<file path="config.mk">
export PLATFORM = sky130hd
export DESIGN_NAME = flash_ctl_seq
export DESIGN_NICKNAME = d
export VERILOG_FILES = /design/src/rtl/flash_ctl_pkg.sv /design/src/rtl/flash_mode_decode.sv /design/src/rtl/flash_pulse_timer.sv /design/src/rtl/flash_pulse_budget.sv /design/src/rtl/flash_ctl_seq.sv
export SDC_FILE = /design/constraint.sdc
export NUM_CORES = 1
export LEC_CHECK = 0
export ABC_CLOCK_PERIOD_IN_PS = 4140
export BUFFER_PORTS_ARGS = -buffer_cell sky130_fd_sc_hd__buf_4
export CORE_ASPECT_RATIO = 0.8
export CORE_MARGIN = 8
export CORE_UTILIZATION = 40
export CTS_BUF_LIST = sky130_fd_sc_hd__clkbuf_8
export CTS_CLUSTER_SIZE = 40
export DETAILED_ROUTE_END_ITERATION = 16
export MAX_ROUTING_LAYER = met4
export PLACE_DENSITY_LB_ADDON = 0.25
export SLEW_MARGIN = 10
export SYNTH_ARGS = -nofsm -noshare
export SYNTH_HDL_FRONTEND = slang
export SYNTH_HIERARCHICAL = 1
export SYNTH_SLANG_ARGS = --single-unit
export TNS_END_PERCENT = 10
</file>
<file path="constraint.sdc">
create_clock -name clk -period 4.14 [get_ports clk]
set_clock_uncertainty 0.2 [all_clocks]
set_input_delay 0.414 -clock clk [delete_from_list [all_inputs] [get_ports clk]]
set_output_delay 0.414 -clock clk [all_outputs]
set_load 0.005 [all_outputs]
</file>
<file path="src/rtl/flash_ctl_pkg.sv">
`timescale 1ns/1ps
package flash_ctl_pkg;

   typedef enum logic [1:0] {
      MODE_STD   = 2'd0,
      MODE_NOVFY = 2'd1,
      MODE_PROG  = 2'd2,
      MODE_ERASE = 2'd3
   } fmode_t;

   typedef enum logic [1:0] {
      RD_ANY  = 2'd0,
      RD_IND  = 2'd1,
      RD_PVFY = 2'd2,
      RD_EVFY = 2'd3
   } rdpath_t;

   // Field positions of the control and status word
   localparam int B_ARM   = 0;
   localparam int B_ERS   = 1;
   localparam int B_WM    = 2;
   localparam int B_WID   = 3;  // two bits: 4:3
   localparam int B_PROT  = 5;
   localparam int B_BUSY  = 6;
   localparam int B_VLIVE = 7;
   localparam int B_VFLT  = 8;
   localparam int B_BERR  = 9;
   localparam int FIELD_TOP = 9;

   function automatic longint us_to_cyc(longint us, longint khz);
      return (us * khz) / 1000;
   endfunction

   // Clamped pulse length in cycles for one width code
   function automatic longint pulse_cyc(longint unit_us, int code, longint max_us, longint khz);
      longint w;
      longint m;
      w = us_to_cyc(unit_us << code, khz);
      m = us_to_cyc(max_us, khz);
      if (m < 1) m = 1;
      if (w > m) w = m;
      if (w < 1) w = 1;
      return w;
   endfunction

   function automatic longint max2(longint a, longint b);
      return (a > b) ? a : b;
   endfunction

endpackage

</file>
<file path="src/rtl/flash_mode_decode.sv">
`timescale 1ns/1ps
module flash_mode_decode
   import flash_ctl_pkg::*;
(
   input  logic    arm,
   input  logic    ers,
   input  logic    wm,
   output fmode_t  mode,
   output rdpath_t rd,
   output logic    direct_ok
);

   always_comb begin
      if (!wm)       mode = MODE_STD;
      else if (!arm) mode = MODE_NOVFY;
      else if (ers)  mode = MODE_ERASE;
      else           mode = MODE_PROG;
   end

   always_comb begin
      unique case (mode)
         MODE_STD:   rd = RD_ANY;
         MODE_NOVFY: rd = RD_IND;
         MODE_PROG:  rd = RD_PVFY;
         default:    rd = RD_EVFY;
      endcase
   end

   assign direct_ok = (rd == RD_ANY);

   // decoder output consistency, checked combinationally
   always_comb begin
      if (wm && arm) begin
         a_verify_path_r2: assert (rd == RD_PVFY || rd == RD_EVFY);
      end
   end

endmodule

</file>
<file path="src/rtl/flash_pulse_timer.sv">
`timescale 1ns/1ps
module flash_pulse_timer #(
   parameter int PW_W = 8
) (
   input  logic            clk,
   input  logic            rst_n,
   input  logic            start,
   input  logic            start_erase,
   input  logic [PW_W-1:0] width,
   input  logic            stop,
   input  logic            vpp_ok,
   output logic            busy,
   output logic            op_erase,
   output logic            vpp_fault
);

   logic [PW_W-1:0] rem_q;

   always_ff @(posedge clk or negedge rst_n) begin
      if (!rst_n) begin
         busy      <= 1'b0;
         rem_q     <= '0;
         op_erase  <= 1'b0;
         vpp_fault <= 1'b0;
      end else if (start) begin
         busy      <= 1'b1;
         rem_q     <= width;
         op_erase  <= start_erase;
         vpp_fault <= 1'b0;
      end else if (busy) begin
         if (!vpp_ok) vpp_fault <= 1'b1;
         if (rem_q == PW_W'(1) || stop) begin
            busy  <= 1'b0;
            rem_q <= '0;
         end else begin
            rem_q <= rem_q - 1'b1;
         end
      end
   end

   p_busy_has_time_r4: assert property (@(posedge clk) disable iff (!rst_n)
      busy |-> (rem_q != '0));

   p_vpp_sticky_set_r7: assert property (@(posedge clk) disable iff (!rst_n)
      (busy && !start && !vpp_ok) |=> vpp_fault);

   p_vpp_sticky_hold_r7: assert property (@(posedge clk) disable iff (!rst_n)
      (vpp_fault && !start) |=> vpp_fault);

endmodule

</file>
<file path="src/rtl/flash_pulse_budget.sv">
`timescale 1ns/1ps
module flash_pulse_budget #(
   parameter int     CNT_W   = 16,
   parameter longint PRG_LIM = 100,
   parameter longint ERS_LIM = 100
) (
   input  logic       clk,
   input  logic       rst_n,
   input  logic       clear,
   input  logic       busy,
   input  logic       op_erase,
   output logic [1:0] full,
   output logic       stop
);

   logic [1:0] last;

   for (genvar g = 0; g < 2; g++) begin : g_op
      localparam longint LIM_L = (g == 1) ? ERS_LIM : PRG_LIM;
      localparam logic [CNT_W:0] LIM = LIM_L[CNT_W:0];
      logic [CNT_W-1:0] acc_q;
      logic             mine;

      assign mine = busy && (op_erase == (g == 1));

      always_ff @(posedge clk or negedge rst_n) begin
         if (!rst_n)               acc_q <= '0;
         else if (clear)           acc_q <= '0;
         else if (mine && !full[g]) acc_q <= acc_q + 1'b1;
      end

      assign full[g] = ({1'b0, acc_q} >= LIM);
      assign last[g] = (({1'b0, acc_q} + 1'b1) >= LIM);

      p_acc_capped_r8: assert property (@(posedge clk) disable iff (!rst_n)
         {1'b0, acc_q} <= LIM);

      p_clear_zero_r9: assert property (@(posedge clk) disable iff (!rst_n)
         clear |=> (acc_q == '0));
   end

   assign stop = busy && (op_erase ? last[1] : last[0]);

endmodule

</file>
<file path="src/rtl/flash_ctl_seq.sv">
`timescale 1ns/1ps
module flash_ctl_seq
   import flash_ctl_pkg::*;
#(
   parameter int     DATA_W      = 16,
   parameter longint CLK_KHZ     = 20000,
   parameter longint PRG_UNIT_US = 16,
   parameter longint PRG_MAX_US  = 128,
   parameter longint PRG_SUM_US  = 2500,
   parameter longint ERS_UNIT_US = 1250,
   parameter longint ERS_MAX_US  = 10000,
   parameter longint ERS_SUM_US  = 30000000
) (
   input  logic              clk,
   input  logic              rst_n,
   input  logic              reg_wr,
   input  logic [DATA_W-1:0] reg_wdata,
   input  logic              wr_from_array,
   output logic [DATA_W-1:0] reg_rdata,
   input  logic              cmd_go,
   input  logic              prot_global_en,
   input  logic              vpp_ok,
   output logic              pulse_on,
   output logic              pulse_erase,
   output logic [1:0]        read_sel,
   output logic              direct_ok,
   output logic              prot_active
);

   localparam longint PRG_TOP = pulse_cyc(PRG_UNIT_US, 3, PRG_MAX_US, CLK_KHZ);
   localparam longint ERS_TOP = pulse_cyc(ERS_UNIT_US, 3, ERS_MAX_US, CLK_KHZ);
   localparam int     PW_W    = $clog2(max2(PRG_TOP, ERS_TOP) + 1);
   localparam longint PRG_LIM = max2(us_to_cyc(PRG_SUM_US, CLK_KHZ), 1);
   localparam longint ERS_LIM = max2(us_to_cyc(ERS_SUM_US, CLK_KHZ), 1);
   localparam int     CNT_W   = $clog2(max2(PRG_LIM, ERS_LIM) + 1);

   // Elaboration-time parameter checks
   if (DATA_W <= FIELD_TOP) begin : g_bad_width
      $error("DATA_W too small for the status fields");
   end
   if (CLK_KHZ < 1) begin : g_bad_clk
      $error("CLK_KHZ must be positive");
   end
   if (PRG_UNIT_US < 1 || ERS_UNIT_US < 1) begin : g_bad_unit
      $error("pulse units must be positive");
   end

   // Pulse length tables, one entry per width code
   logic [PW_W-1:0] prg_tab [4];
   logic [PW_W-1:0] ers_tab [4];
   for (genvar c = 0; c < 4; c++) begin : g_tab
      localparam longint PC = pulse_cyc(PRG_UNIT_US, c, PRG_MAX_US, CLK_KHZ);
      localparam longint EC = pulse_cyc(ERS_UNIT_US, c, ERS_MAX_US, CLK_KHZ);
      assign prg_tab[c] = PC[PW_W-1:0];
      assign ers_tab[c] = EC[PW_W-1:0];
   end

   logic       arm_q, ers_q, wm_q, prot_q, berr_q;
   logic [1:0] wid_q;
   fmode_t     mode;
   rdpath_t    rd;
   logic       busy, op_erase, vpp_fault, stop;
   logic [1:0] full;
   logic       op_mode, want_erase, accept, refuse, leave, wr_ok;
   logic [PW_W-1:0] width;

   flash_mode_decode u_dec (
      .arm       (arm_q),
      .ers       (ers_q),
      .wm        (wm_q),
      .mode      (mode),
      .rd        (rd),
      .direct_ok (direct_ok)
   );

   assign op_mode    = (mode == MODE_PROG) || (mode == MODE_ERASE);
   assign want_erase = (mode == MODE_ERASE);
   assign accept     = cmd_go && !busy && op_mode && !full[want_erase];
   assign refuse     = cmd_go && !busy && op_mode &&  full[want_erase];
   assign wr_ok      = reg_wr && !busy;
   assign leave      = wr_ok && wm_q && !reg_wdata[B_WM];
   assign width      = want_erase ? ers_tab[wid_q] : prg_tab[wid_q];

   always_ff @(posedge clk or negedge rst_n) begin
      if (!rst_n) begin
         arm_q <= 1'b0;
         ers_q <= 1'b0;
         wm_q  <= 1'b0;
         wid_q <= 2'd0;
      end else if (wr_ok) begin
         if (reg_wdata[B_WM]) begin
            arm_q <= reg_wdata[B_ARM];
            ers_q <= reg_wdata[B_ERS];
            wm_q  <= 1'b1;
            wid_q <= reg_wdata[B_WID +: 2];
         end else if (wm_q) begin
            arm_q <= 1'b0;
            ers_q <= 1'b0;
            wm_q  <= 1'b0;
         end
      end
   end

   always_ff @(posedge clk or negedge rst_n) begin
      if (!rst_n)                        prot_q <= 1'b1;
      else if (reg_wr && wr_from_array)  prot_q <= reg_wdata[B_PROT];
   end

   always_ff @(posedge clk or negedge rst_n) begin
      if (!rst_n)      berr_q <= 1'b0;
      else if (leave)  berr_q <= 1'b0;
      else if (refuse) berr_q <= 1'b1;
   end

   flash_pulse_timer #(.PW_W(PW_W)) u_tmr (
      .clk         (clk),
      .rst_n       (rst_n),
      .start       (accept),
      .start_erase (want_erase),
      .width       (width),
      .stop        (stop),
      .vpp_ok      (vpp_ok),
      .busy        (busy),
      .op_erase    (op_erase),
      .vpp_fault   (vpp_fault)
   );

   flash_pulse_budget #(
      .CNT_W   (CNT_W),
      .PRG_LIM (PRG_LIM),
      .ERS_LIM (ERS_LIM)
   ) u_bud (
      .clk      (clk),
      .rst_n    (rst_n),
      .clear    (leave),
      .busy     (busy),
      .op_erase (op_erase),
      .full     (full),
      .stop     (stop)
   );

   always_comb begin
      reg_rdata            = '0;
      reg_rdata[B_ARM]     = arm_q;
      reg_rdata[B_ERS]     = ers_q;
      reg_rdata[B_WM]      = wm_q;
      reg_rdata[B_WID +: 2] = wid_q;
      reg_rdata[B_BUSY]    = busy;
      reg_rdata[B_VLIVE]   = wm_q && vpp_ok;
      reg_rdata[B_VFLT]    = vpp_fault;
      reg_rdata[B_BERR]    = berr_q;
   end

   assign pulse_on    = busy;
   assign pulse_erase = op_erase;
   assign read_sel    = rd;
   assign prot_active = prot_q && prot_global_en;

   p_start_needs_op_r3: assert property (@(posedge clk) disable iff (!rst_n)
      $rose(busy) |-> ($past(mode) == MODE_PROG || $past(mode) == MODE_ERASE));

   p_std_path_r2: assert property (@(posedge clk) disable iff (!rst_n)
      !reg_rdata[B_WM] |-> (direct_ok && read_sel == 2'd0));

   p_fields_frozen_r5: assert property (@(posedge clk) disable iff (!rst_n)
      busy |=> $stable(reg_rdata[4:0]));

   p_prot_hold_r6: assert property (@(posedge clk) disable iff (!rst_n)
      !(reg_wr && wr_from_array) |=> $stable(prot_q));

   p_refuse_flags_r8: assert property (@(posedge clk) disable iff (!rst_n)
      refuse |=> (!busy && berr_q));

endmodule

</file>
# [Word level (Yosys, flattened, before mapping)]
# Cells that the tools add are included.
[totals] ff_bits=88 in_bits=23
[classes] n_mux=33 magnitude_cmp=6 bitwise_logic=2 n_addsub=5 reduce_logical=32 eq_ne=5
[op_table] op="$mux 18" n=8
[op_table] op="$mux 30" n=4
[op_table] op="$bmux 18 s2" n=2
[op_table] op="$add 30x1->31 const B" n=2
[op_table] op="$add 30x1->30 const B" n=2
[op_table] op="$ge 31x16->1 const B" n=1
[op_table] op="$ge 31x30->1 const B" n=1
[op_table] op="$ge 30x16->1 const B" n=1
[op_table] op="$ge 30x30->1 const B" n=1
[op_table] op="$eq 18x1->1 const B" n=1
[op_table] op="$sub 18x1->18 const B" n=1
[op_table] op="$mux 1" n=16
[op_table] op="$logic_and 1x1->1" n=15
[op_table] op="$reduce_bool 2->1" n=5
[op_table] op="$pmux 2 s3" n=1
[op_table] op="$reduce_and 2->1" n=3
[op_table] op="$logic_not 1->1" n=5
[op_table] op="$eq 2x2->1 const B" n=2
[op_table] op="$logic_not 2->1" n=2
[op_table] op="$mux 2" n=2
[op_table] op="$ge 3x3->1 const B" n=1
[op_table] op="$not 2->3" n=1
[op_table] op="$eq 2x1->1 const B" n=1
[op_table] op="$logic_or 1x1->1" n=2
[op_table] op="3 further kinds" n=3

# [Logic depth before layout (Yosys ltp)]
# Gate-level depths: netlist of run 1.
[logic_depth] ltp_word=10 mapped_depth=14 depth_no_buf=12

# [Hierarchy]
# Netlist of run 1, hierarchy kept.
[by_module_without_submodules] mod="flash_pulse_budget" seq_area_each_um2=1501.4 cells_each=490 n_inst=1 area_per_inst_um2=4097.7
[by_module_without_submodules] mod="flash_pulse_timer" seq_area_each_um2=525.5 cells_each=153 n_inst=1 area_per_inst_um2=1407.6
[by_module_without_submodules] mod="flash_ctl_seq" seq_area_each_um2=176.4 cells_each=64 n_inst=1 area_per_inst_um2=615.6
[by_module_without_submodules] mod="flash_mode_decode" seq_area_each_um2=0.0 cells_each=6 n_inst=1 area_per_inst_um2=37.5

# [Worst setup path before layout of run 1]
# No wires, ideal clock.
[synth_timing] path_type="flip-flop to flip-flop" startpoint="register u_bud.g_op[1].acc_q[1]" endpoint="register u_tmr.rem_q[16]" required_time_ns=3.857 path_slack_ns=0.837 setup_time_ns=0.083 stages_incl_launch_ff=14 t_arrival_ns=3.021 path_cell_list="dfrtp_1 > ha_1 > nand3_1 > nor4_2 > buf_2 > nand4_1 > o31ai_1 > o22ai_1 > o2111ai_1 > a221oi_2 > or3b_2 > a211oi_1 > a32oi_1 > o21ai_0"
[synth_via] elab_chain_len=8
[synth_lines] item="start: declaration" line_no="flash_pulse_budget.sv:21" rtl="logic [CNT_W-1:0] acc_q;"
[synth_lines] item="start signal: assignment" line_no="flash_pulse_budget.sv:29" rtl="else if (mine && !full[g]) acc_q <= acc_q + 1'b1;"
[synth_lines] item="$add 30x1->31" line_no="flash_pulse_budget.sv:33" rtl="assign last[g] = (({1'b0, acc_q} + 1'b1) >= LIM);"
[synth_lines] item="$ge 31x30->1" line_no="flash_pulse_budget.sv:33"
[synth_lines] item="$mux 1" line_no="flash_pulse_budget.sv:42" rtl="assign stop = busy && (op_erase ? last[1] : last[0]);"
[synth_lines] item="$logic_and 1x1->1" line_no="flash_pulse_budget.sv:42"
[synth_lines] item="named net stop" line_no="flash_ctl_seq.sv:62" rtl="logic busy, op_erase, vpp_fault, stop;"
[synth_lines] item="$logic_or 1x1->1" line_no="flash_pulse_timer.sv:32" rtl="if (rem_q == PW_W'(1) || stop) begin"
[synth_lines] item="$mux 18" line_no="flash_pulse_timer.sv:32"
[synth_lines] item="$mux 18" line_no="flash_pulse_timer.sv:30" rtl="end else if (busy) begin"
[synth_lines] item="$mux 18" line_no="flash_pulse_timer.sv:25" rtl="end else if (start) begin"
[synth_lines] item="end signal: assignment" line_no="flash_pulse_timer.sv:27" rtl="rem_q <= width;"
[synth_lines] item="end signal: assignment" line_no="flash_pulse_timer.sv:36" rtl="rem_q <= rem_q - 1'b1;"
[synth_lines] item="end: declaration" line_no="flash_pulse_timer.sv:17" rtl="logic [PW_W-1:0] rem_q;"
# The timed path passes the listed nets, and every way through them passes these cells. The select of a mux whose other input is x is not followed.
# A chain may end at the register's enable or synchronous reset.

# [Worst setup path after layout of run 1]
[layout_timing] startpoint="register u_bud.g_op[1].acc_q[0]" endpoint="register u_tmr.rem_q[11]"
# The elaborated chain is that of the path after synthesis.

==> results.md, run 1 <==
* Status: finished, final reports clean
* First-pass DRT Iterations at 4
* Slew Limit Fails at 0
* Post-Synthesis Cells at 713
* Slew headroom at 39.15%
* Min-Delay Path Class: in -> reg
* Placer Congestion at 0.8961
* CTS tree: yes
* WL/cell at 15.77 um
* Pin count of the biggest net entering global routing at 72
* Clk Latency, worst-skew pair at 0.38 ns
* Hold depth at 2
* DR iter-0 viols at 265
* CTS max path bufs at 2
* Yosys reg bits at 88
* Most frequent cells in the layout: nor2_1 (89), dfrtp_1 (87), nand2_1 (52), buf_4 (41), xor2_1 (29)
* Netlist Area Pre-Place at 6158 um2
* Initial core utilization at 41.02%
* Post-synth EDFFs at 0
* Final worst path period share at 92.13%
* WL final at 14320 um
* CP Class: reg -> reg
* Synth async-reset ratio at 100.0%
* Max-cap check violation count at 0
* IO Count at 45
* Final Hold Fails at 0
* GRT overflow at 0
* Share of layout cells above drive strength 1 at 15.72%
* IO buf count at 27
* TNS Setup at 0 ns
* R2R cell count at 13
* WP data required at 4.18 ns
* Die extent in y at 127.0 um
* Htree depth at 3
* DRC at 0
* Worst slew pin tran at 0.9127 ns
* Layout Nets at 749
* Chip Width at 154.7 um
* Global-route wire length before repair at 24410 um
* Routed met2 length at 6175 um
* CP startpoint kind: flip-flop
* GRT Resource Usage Total at 15.40%
* DP HPWL at 10100 um
* Area of the multi-input gates at 3566 um2
* Clock sink count at 88
* Crit-path max FO at 13
* Wl on met1 at 7380 um
* Vias at 5123
* Clk slew on worst S/H paths at 0.09 ns
* Core area at 15010 um2
* RSZ-0062 raised after global routing: false
* Initial antenna violation count at 0
* LEAKAGE at 0.002775 uW
* Antenna Violating Nets Remaining at 0
* Max Clk Rate at 262.2 MHz
* Area growth from synthesis to layout at 7.944%
* Yosys warnings at 6
* Seq/Total Area, Yosys at 35.78%
* Mean Syn Cell Area at 8.637 um2
* Commonest non-fill, non-tap cell in the layout: nor2_1
* Register area at 2203 um2
* Die area at 19650 um2
* Crit path DAT at 3.86 ns
* N_diodes at 0
* Vias in the first global route at 4913
* Cts bufs inserted at 9
* Setup WS pre-CTS at 0.2969 ns
* Top FF cell, synth: dfrtp_1
* Drt via density at 5.642
* Routed wire length on met3 at 595 um
* Fill count at 1475
* Top Metal Used: met4
* Power density over the cells at 524.2 nW/um2
* Critical path endpoint category: flip-flop
* Tmin final at 3.814 ns
* Yosys cell types at 88
* Maximum VDD drop at 0.3233 mV
* Final WS setup at 0.3256 ns
* Finish-stage setup viols at 0
* Root Buffer: clkbuf_8
* Post-CTS Setup Bufs at 0
* Row count at 40
## flip-flops by register name, indices dropped and copies added (netlist names)
signal            cells
arm_q                 1
berr_q                1
ers_q                 1
prot_q                1
u_bud/g_op.acc_q     60
u_tmr/busy            1
u_tmr/op_erase        1
u_tmr/rem_q          18
u_tmr/vpp_fault       1
wid_q                 2
wm_q                  1
## routing by layer
layer  track usage, %  up-vias
li1                 -     2527
met1            21.41     2471
met2            22.33      112
met3            3.066       13
met4            4.370        0
met5                -        -
## per-stage QoR
step	utilization [%]	hold WS (ns)	instance area, um2	power [uW]	std cells
3_3_place_gp	42.73	0.2837	6416	2762	892
4_1_cts	44.26	0.02630	6645	3504	908
2_1_floorplan	-	-0.08159	6196	2453	723
3_5_place_dp	42.73	0.2981	6416	2809	892
5_1_grt	44.28	0.02519	6648	3747	908
6_report	44.28	0.06081	6648	3484	908
## timing repair
item                       in CTS  in global routing
hold endpoints to repair       37                  0
setup endpoints to repair       0                  1
hold buffers                    1                  0
gates resized for setup         0                  1
## power by group
part | internal, uW | leakage (uW) | switching [uW]
Combinational | 583 | 0.00151 | 763
Clock | 354 | 0.000114 | 323
Sequential | 1090 | 0.00115 | 371
## layout make-up
type                       instances  share of cell area, %
timing repair buffer              42                  4.781
inverter                          28                  1.581
multi-input combinational        546                  53.64
clock inverter                     5                  1.223
tap                              189                  3.557
sequential                        88                  33.15
clock buffer                      10                  2.070
## logic make-up after synthesis
| logic type | count (synthesis) | share of synthesized area (%) |
|---|---|---|
| AO/OA/AOI/OAI | 122 | 14.79 |
| XOR/XNOR | 57 | 8.106 |
| adder cells (fa/ha/maj) | 11 | 2.235 |
| buffers and inverters | 89 | 7.111 |
| flip-flops | 88 | 35.78 |
| multiplexers | 8 | 1.625 |
| other | 1 | 0.06089 |
| AND/OR/NAND/NOR | 337 | 30.29 |
## cells in the mapped netlist (19+ instances only)
cell | number | share of area, %
nand3_1 | 27 | 2.2
xor2_1 | 29 | 4.1
nor3_1 | 23 | 1.9
nor2_1 | 91 | 5.5
clkbuf_1 | 23 | 1.4
dfrtp_1 | 87 | 35
and2_1 | 19 | 1.9
a21oi_1 | 22 | 1.8
inv_1 | 27 | 1.6
xnor2_1 | 28 | 4.0
nor4_1 | 20 | 2.0
nand4_1 | 25 | 2.5
nand2_1 | 52 | 3.2
## critical path: stages, from the launching register on
cell       delay (ns)
dfrtp_1          0.53
ha_1             0.34
nand3_1          0.23
nor4_2           0.30
buf_4            0.23
nor3_1           0.06
a31o_2           0.23
a211oi_2         0.21
o2111ai_1        0.23
a221oi_2         0.41
nand2b_1         0.19
nor2_2           0.08
o21ai_4          0.24
o211ai_1         0.17
## final timing paths
| check | slack [ns] | start | endpoint |
|---|---|---|---|
| max in group asynchronous | 2.40 | rst_n | u_bud/g_op[0].acc_q[5] |
| min in group asynchronous | 0.50 | rst_n | u_tmr/rem_q[2] |
| worst min register to register | 0.31 | u_tmr/vpp_fault | u_tmr/vpp_fault |
| worst max-delay path | 0.33 | u_bud/g_op[1].acc_q[0] | u_tmr/rem_q[11] |
| worst max register to register | 0.33 | u_bud/g_op[1].acc_q[0] | u_tmr/rem_q[11] |
| worst min-delay path | 0.06 | reg_wdata[4] | wid_q[1] |
Power figures use the tool's default switching activity.
==> inputs of run 2 (changes only) <==
- SYNTH_HIERARCHICAL: 1 -> not set
==> results.md, run 2 <==
* Number of flip-flops in the largest register at 60 (unchanged)
* Final instance area at 6439 um2 (was 6648 um2)
* Critical path endpoint category: flip-flop (unchanged)
* Post-Synthesis Cells at 693 (was 713)
* WP data required at 4.19 ns (was 4.18 ns)
* Cts bufs inserted at 9 (unchanged)
* Most instantiated cells after synthesis: dfrtp_1 (87), nor2_1 (73), o21ai_0 (65) (was nor2_1 (91), dfrtp_1 (87), nand2_1 (52))
* Seq/Total Area, Yosys at 37.19% (was 35.78%)
* Final Hold Fails at 2 (was 0)
* Netlist Area Pre-Place at 5924 um2 (was 6158 um2)
* Slew Limit Fails at 0 (unchanged)
* Power density over the cells at 253.7 nW/um2 (was 524.2 nW/um2)
* Most frequent cells in the layout: dfrtp_1 (87), nor2_1 (72), o21ai_0 (65), nand2_1 (60), buf_4 (41) (was nor2_1 (89), dfrtp_1 (87), nand2_1 (52), buf_4 (41), xor2_1 (29))
* Tmin final at 3.854 ns (was 3.814 ns)
* Yosys warnings at 0 (was 6)
* Share of layout cells above drive strength 1 at 12.77% (was 15.72%)
* WHS at -0.006022 ns (was 0.06081 ns)
* Pin count of the biggest net entering global routing at 78 (was 72)
* FF-to-FF setup slack at 0.29 ns (was 0.33 ns)
* Grt peak-use layer: met2 (unchanged)
* Maximum VDD drop at 0.1660 mV (was 0.3233 mV)
* Htree depth at 3 (unchanged)
* Commonest non-fill, non-tap cell in the layout: dfrtp_1 (was nor2_1)
* Drt via density at 6.033 (was 5.642)
* Clock sink count at 88 (unchanged)
* Initial core utilization at 41.16% (was 41.02%)
* Largest registers: u_bud.g_op.acc_q (60), u_tmr.rem_q (18), wid_q (2) (was u_bud/g_op.acc_q (60), u_tmr/rem_q (18), wid_q (2))
* Initial antenna violation count at 0 (unchanged)
* Worst slew pin tran at 1.006 ns (was 0.9127 ns)
* GRT overflow at 0 (unchanged)
* Max Clk Rate at 259.5 MHz (was 262.2 MHz)
* CTS max path bufs at 2 (unchanged)
* Antenna Violating Nets Remaining at 0 (unchanged)
* Fill count at 1402 (was 1475)
* Clk Latency, worst-skew pair at 0.36 ns (was 0.38 ns)
* First-pass DRT Iterations at 5 (was 4)
* DRC at 0 (unchanged)
* DP HPWL at 10190 um (was 10100 um)
* Met3 Use GR at 3.051% (was 3.066%)
* Finish-stage setup viols at 0 (unchanged)
* Core area at 14400 um2 (was 15010 um2)
* Grt met2 use at 23.63% (was 22.33%)
* Crit path DAT at 3.90 ns (was 3.86 ns)
* LEAKAGE at 0.002667 uW (was 0.002775 uW)
* Cell taking the most area after synthesis: dfrtp_1 (unchanged)
* Failing checks: hold timing
* Max-cap check violation count at 0 (unchanged)
* Root Buffer: clkbuf_8 (unchanged)
* Clk slew on worst S/H paths at 0.10 ns (was 0.09 ns)
* Final worst path period share at 93.09% (was 92.13%)
* Placed insts at 874 (was 892)
* Placer Congestion at 0.9057 (was 0.8961)
* WL/cell at 16.51 um (was 15.77 um)
* Top post-synthesis cells by area: dfrtp_1 (37%), o21ai_0 (5.5%), nor2_1 (4.6%) (was dfrtp_1 (35%), nor2_1 (5.5%), xor2_1 (4.1%))
* Yosys cell types at 86 (was 88)
* Chip Width at 152.1 um (was 154.7 um)
* Die area at 18990 um2 (was 19650 um2)
* Yosys reg bits at 88 (unchanged)
* Final std cells w/o fill at 889 (was 908)
* DP Area at 6208 um2 (was 6416 um2)
* Mean Syn Cell Area at 8.549 um2 (was 8.637 um2)
* Top FF cell, synth: dfrtp_1 (unchanged)
* CP startpoint kind: flip-flop (unchanged)
* N_diodes at 0 (unchanged)
* IO buf count at 27 (unchanged)
* CP Class: reg -> reg (unchanged)
* CTS tree: yes (unchanged)
* Reg with most FFs: u_bud.g_op.acc_q (was u_bud/g_op.acc_q)
* TNS Setup at 0 ns (unchanged)
* GRT Resource Usage Total at 16.06% (was 15.40%)
* DR iter-0 viols at 463 (was 265)
* Vias in the first global route at 5065 (was 4913)
* Post-synth top area share at 36.75% (was 35.35%)
* Die extent in y at 124.9 um (was 127.0 um)
* Area growth from synthesis to layout at 8.680% (was 7.944%)
* Vias at 5363 (was 5123)
* Slew headroom at 32.92% (was 39.15%)
* Global-route wire length before repair at 25170 um (was 24410 um)
* Crit-path max FO at 10 (was 13)
* Post-synth EDFFs at 0 (unchanged)
* GRT met1 Usage at 22.00% (was 21.41%)
* IO Count at 45 (unchanged)
* Min-Delay Path Class: in -> async (was in -> reg)
* Status: finished with violations (was finished, final reports clean)
* RSZ-0062 raised after global routing: false (unchanged)
* WL final at 14680 um (was 14320 um)
* Layout Nets at 736 (was 749)
* Most common cell in the netlist: dfrtp_1 (was nor2_1)
* Synth async-reset ratio at 100.0% (unchanged)
* Row count at 39 (was 40)
run 2: cell count changes in the layout (fill, tap and decap cells not counted), moves of 11 or more:
cell / delta
o31ai_1: +19
o21ai_2: -11
xor2_1: -24
nand4_1: -15
nor3b_1: -12
o21ai_0: +47
nor2_1: -17
inv_1: -12
xnor2_1: -18
run 2: logic make-up (layout without fill, tap and decap cells):
family	count (synthesis)	count (layout)	synth area share, %
simple gates	303	303	27.46
compound gates	195	195	22.39
flops	88	88	37.19
buf+inv	66	72	5.723
xor+xnor	16	16	2.492
fa+ha+maj	12	12	2.534
mux	12	12	2.154
other cells	1	7	0.06330
run 2: power by group:
| group | leakage (uW) | switching [uW] | internal [uW] | total [uW] |
|---|---|---|---|---|
| Combinational | 0.00156 | 52.5 | 33.5 | 86.0 |
| Clock | 0.000108 | 324 | 354 | 678 |
| Sequential | 0.00100 | 6.03 | 864 | 870 |
run 2: layout make-up:
class                           instances  area, um2  area share [%]
Multi-Input combinational cell        545       3418           53.09
Tap cell                              184      230.2           3.576
Clock inverter                          5      81.33           1.263
Sequential cell                        88       2203           34.22
Inverter                               16      60.06          0.9328
Timing Repair Buffer                   41      307.8           4.780
Clock buffer                           10      137.6           2.138
run 2: final timing paths:
| check | start | endpoint | depth (start not counted) |
|---|---|---|---|
| max | u_bud.g_op[0].acc_q[0] | u_tmr.rem_q[13] | 9 |
| min | rst_n | u_bud.g_op[0].acc_q[4] | 1 |
| max reg2reg | u_bud.g_op[0].acc_q[0] | u_tmr.rem_q[13] | 9 |
| min reg2reg | u_bud.g_op[0].acc_q[13] | u_bud.g_op[0].acc_q[13] | 1 |
| max in group asynchronous | rst_n | prot_q | 2 |
| min in group clk | reg_wdata[3] | wid_q[0] | 2 |
run 2: per-layer routing:
layer  up-vias  part of all wire (%)
li1       2577                     -
met1      2590                    50
met2       177                    43
met3        19                   5.6
met4         0                   1.3
met5         -                     0
run 2: worst max-delay path, cell delays in order, from the launching register on:
cell      delay [ns]
dfrtp_1         0.53
nand4_4         0.23
or4_4           0.59
nor4_2          0.38
mux2_2          0.38
a41oi_1         0.30
o41ai_2         0.15
and4_1          0.38
and3_1          0.23
a2111o_1        0.37
run 2: timing repair:
action,4_1_cts,5_1_grt
hold buffers,0,0
resized for setup,0,1
setup endpoints to repair,0,6
buffers inserted,0,0
hold endpoints to repair,0,0
run 2: metrics by stage:
stage                     util [%]  setup slack (ns)  total power (uW)
after detailed placement     43.13            0.2252             974.5
final                        44.73            0.2859              1634
after floorplan                  -            0.7312             932.2
after global routing         44.73           0.04227              1694
after CTS                    44.65            0.1818              1647
after global placement       43.13            0.3227             972.7
==> inputs of run 3 (changes only) <==
- GPL_TIMING_DRIVEN: not set -> 0
==> results.md, run 3 (synthesis gave the netlist of run 2 again) <==
* Maximum VDD drop at 0.1483 mV (was 0.1660 mV)
* Htree depth at 3 (unchanged)
* Min-Delay Path Class: in -> reg (was in -> async)
* Met3 Use GR at 2.947% (was 3.051%)
* Global-route wire length before repair at 26570 um (was 25170 um)
* CTS tree: yes (unchanged)
* Post-CTS Setup Bufs at 0 (unchanged)
* Clk slew on worst S/H paths at 0.09 ns (was 0.10 ns)
* Most frequent cells in the layout: dfrtp_1 (87), nor2_1 (73), o21ai_0 (65), nand2_1 (60), buf_4 (41) (was dfrtp_1 (87), nor2_1 (72), o21ai_0 (65), nand2_1 (60), buf_4 (41))
* DR iter-0 viols at 582 (was 463)
* WL final at 15630 um (was 14680 um)
* Placer Congestion at 0.9209 (was 0.9057)
* Antenna Violating Nets Remaining at 0 (unchanged)
* RSZ-0062 raised after global routing: false (unchanged)
* GRT overflow at 0 (unchanged)
* CP startpoint kind: flip-flop (unchanged)
* Die area at 18990 um2 (unchanged)
* CTS max path bufs at 2 (unchanged)
* Final WS setup at 0.2905 ns (was 0.2859 ns)
* Die extent in y at 124.9 um (unchanged)
* Worst slew pin tran at 0.9797 ns (was 1.006 ns)
* Reg with most FFs: u_bud.g_op.acc_q (unchanged)
* First-pass DRT Iterations at 11 (was 5)
* Combinational share of power at 6.0% (was 5.3%)
* CP Class: reg -> reg (unchanged)
* Fill count at 1390 (was 1402)
* Psw at 368.9 uW (was 382.5 uW)
* WL/cell at 16.88 um (was 16.51 um)
* R2R cell count at 12 (was 9)
* Critical path endpoint category: flip-flop (unchanged)
* Slew headroom at 34.55% (was 32.92%)
* Finish-stage setup viols at 0 (unchanged)
* IO buf count at 27 (unchanged)
* N_diodes at 0 (unchanged)
* DRC at 0 (unchanged)
* Power Internal at 1183 uW (was 1251 uW)
* Hold_buf cts at 0 (unchanged)
* CTS resizes at 0 (unchanged)
* LEAKAGE at 0.002750 uW (was 0.002667 uW)
* Tmin final at 3.849 ns (was 3.854 ns)
* TNS Setup at 0 ns (unchanged)
* WHS at 0.07267 ns (was -0.006022 ns)
* Drt via density at 6.053 (was 6.033)
* Grt met2 use at 24.79% (was 23.63%)
* Final instance area at 6590 um2 (was 6439 um2)
* Clock sink count at 88 (unchanged)
* Switching Share at 23.77% (was 23.41%)
* Initial core utilization at 41.16% (unchanged)
* Initial antenna violation count at 0 (unchanged)
* Core area at 14400 um2 (unchanged)
* Root Buffer: clkbuf_8 (unchanged)
* Share of layout cells above drive strength 1 at 14.02% (was 12.77%)
* Final Hold Fails at 0 (was 2)
* Area growth from synthesis to layout at 11.24% (was 8.680%)
* Share of power burned in registers at 56.1% (was 53.3%)
* Hold depth at 2
* Setup WS pre-CTS at 0.2052 ns (was 0.2252 ns)
* Clk Latency, worst-skew pair at 0.37 ns (was 0.36 ns)
* Vias in the first global route at 5258 (was 5065)
* GRT met1 Usage at 23.75% (was 22.00%)
* Row count at 39 (unchanged)
* Power density over the cells at 235.5 nW/um2 (was 253.7 nW/um2)
* Largest registers: u_bud.g_op.acc_q (60), u_tmr.rem_q (18), wid_q (2) (unchanged)
* DP Area at 6380 um2 (was 6208 um2)
* Vias at 5605 (was 5363)
* Max-cap check violation count at 0 (unchanged)
* Layout Nets at 773 (was 736)
* Final worst path period share at 92.98% (was 93.09%)
* Crit-path max FO at 10 (unchanged)
* Cts bufs inserted at 9 (unchanged)
* Slew Limit Fails at 0 (unchanged)
* Chip Width at 152.1 um (unchanged)
* WP data required at 4.25 ns (was 4.19 ns)
* Number of flip-flops in the largest register at 60 (unchanged)
* Status: finished, final reports clean (was finished with violations)
* GRT Resource Usage Total at 17.08% (was 16.06%)
* Commonest non-fill, non-tap cell in the layout: dfrtp_1 (unchanged)
* IO Count at 45 (unchanged)
* Crit path DAT at 3.96 ns (was 3.90 ns)
* DP HPWL at 10900 um (was 10190 um)
* Pin count of the biggest net entering global routing at 89 (was 78)
* Max Clk Rate at 259.8 MHz (was 259.5 MHz)
* Clock share of power at 38.0% (was 41.5%)
* Grt peak-use layer: met2 (unchanged)
==> run 3: path summary, 6_finish.rpt <==
kind,slack [ns],from,to
max,0.29,u_bud.g_op[0].acc_q[1],u_tmr.rem_q[17]
max in group asynchronous,2.72,rst_n,u_tmr.rem_q[16]
min reg2reg,0.32,berr_q,berr_q
min,0.07,reg_wdata[3],wid_q[0]
min in group asynchronous,0.49,rst_n,u_bud.g_op[0].acc_q[7]
max reg2reg,0.29,u_bud.g_op[0].acc_q[1],u_tmr.rem_q[17]
==> run 3: per-layer routing <==
layer  part of all wire (%)  up-vias
li1                       -     2650
met1                     49     2711
met2                     43      220
met3                    5.9       24
met4                    1.6        0
met5                      0        -
==> run 3: power by group through the flow <==
| stage | clock (uW) | combinational (uW) | sequential (uW) |
|---|---|---|---|
| floorplan | 0 | 46.5 | 886 |
| global placement | 0 | 91.1 | 887 |
| detailed placement | 0 | 92.0 | 887 |
| CTS | 620 | 92.4 | 870 |
| global route | 647 | 105 | 871 |
| finish | 589 | 92.8 | 870 |
==> run 3: critical path, stage by stage, from the launching register on <==
cell	delay (ns)
dfrtp_1	0.51
ha_1	0.30
nand3_1	0.13
buf_2	0.22
or4_4	0.52
a311oi_2	0.23
o211ai_1	0.13
a211o_1	0.35
nor4_2	0.31
o2111ai_2	0.28
buf_6	0.25
o31ai_1	0.23
a31o_1	0.12
==> run 3: cell type report <==
class | instances | area (um2) | share of cell area (%)
clock inverters | 2 | 12.51 | 0.1899
repair buffers | 28 | 216.5 | 3.285
multi-input cells | 545 | 3410 | 51.74
inverters | 16 | 60.06 | 0.9113
clock buffers | 13 | 178.9 | 2.715
flip-flops and latches | 88 | 2203 | 33.43
plain buffers | 50 | 279.0 | 4.234
well taps | 184 | 230.2 | 3.493
==> run 3: metrics by stage <==
step	total power, uW	std cells	utilization, %
finish	1552	926	45.78
floorplan	932.2	699	-
global placement	977.9	910	44.32
detailed placement	979.3	910	44.32
global route	1624	926	45.78
CTS	1583	925	45.65
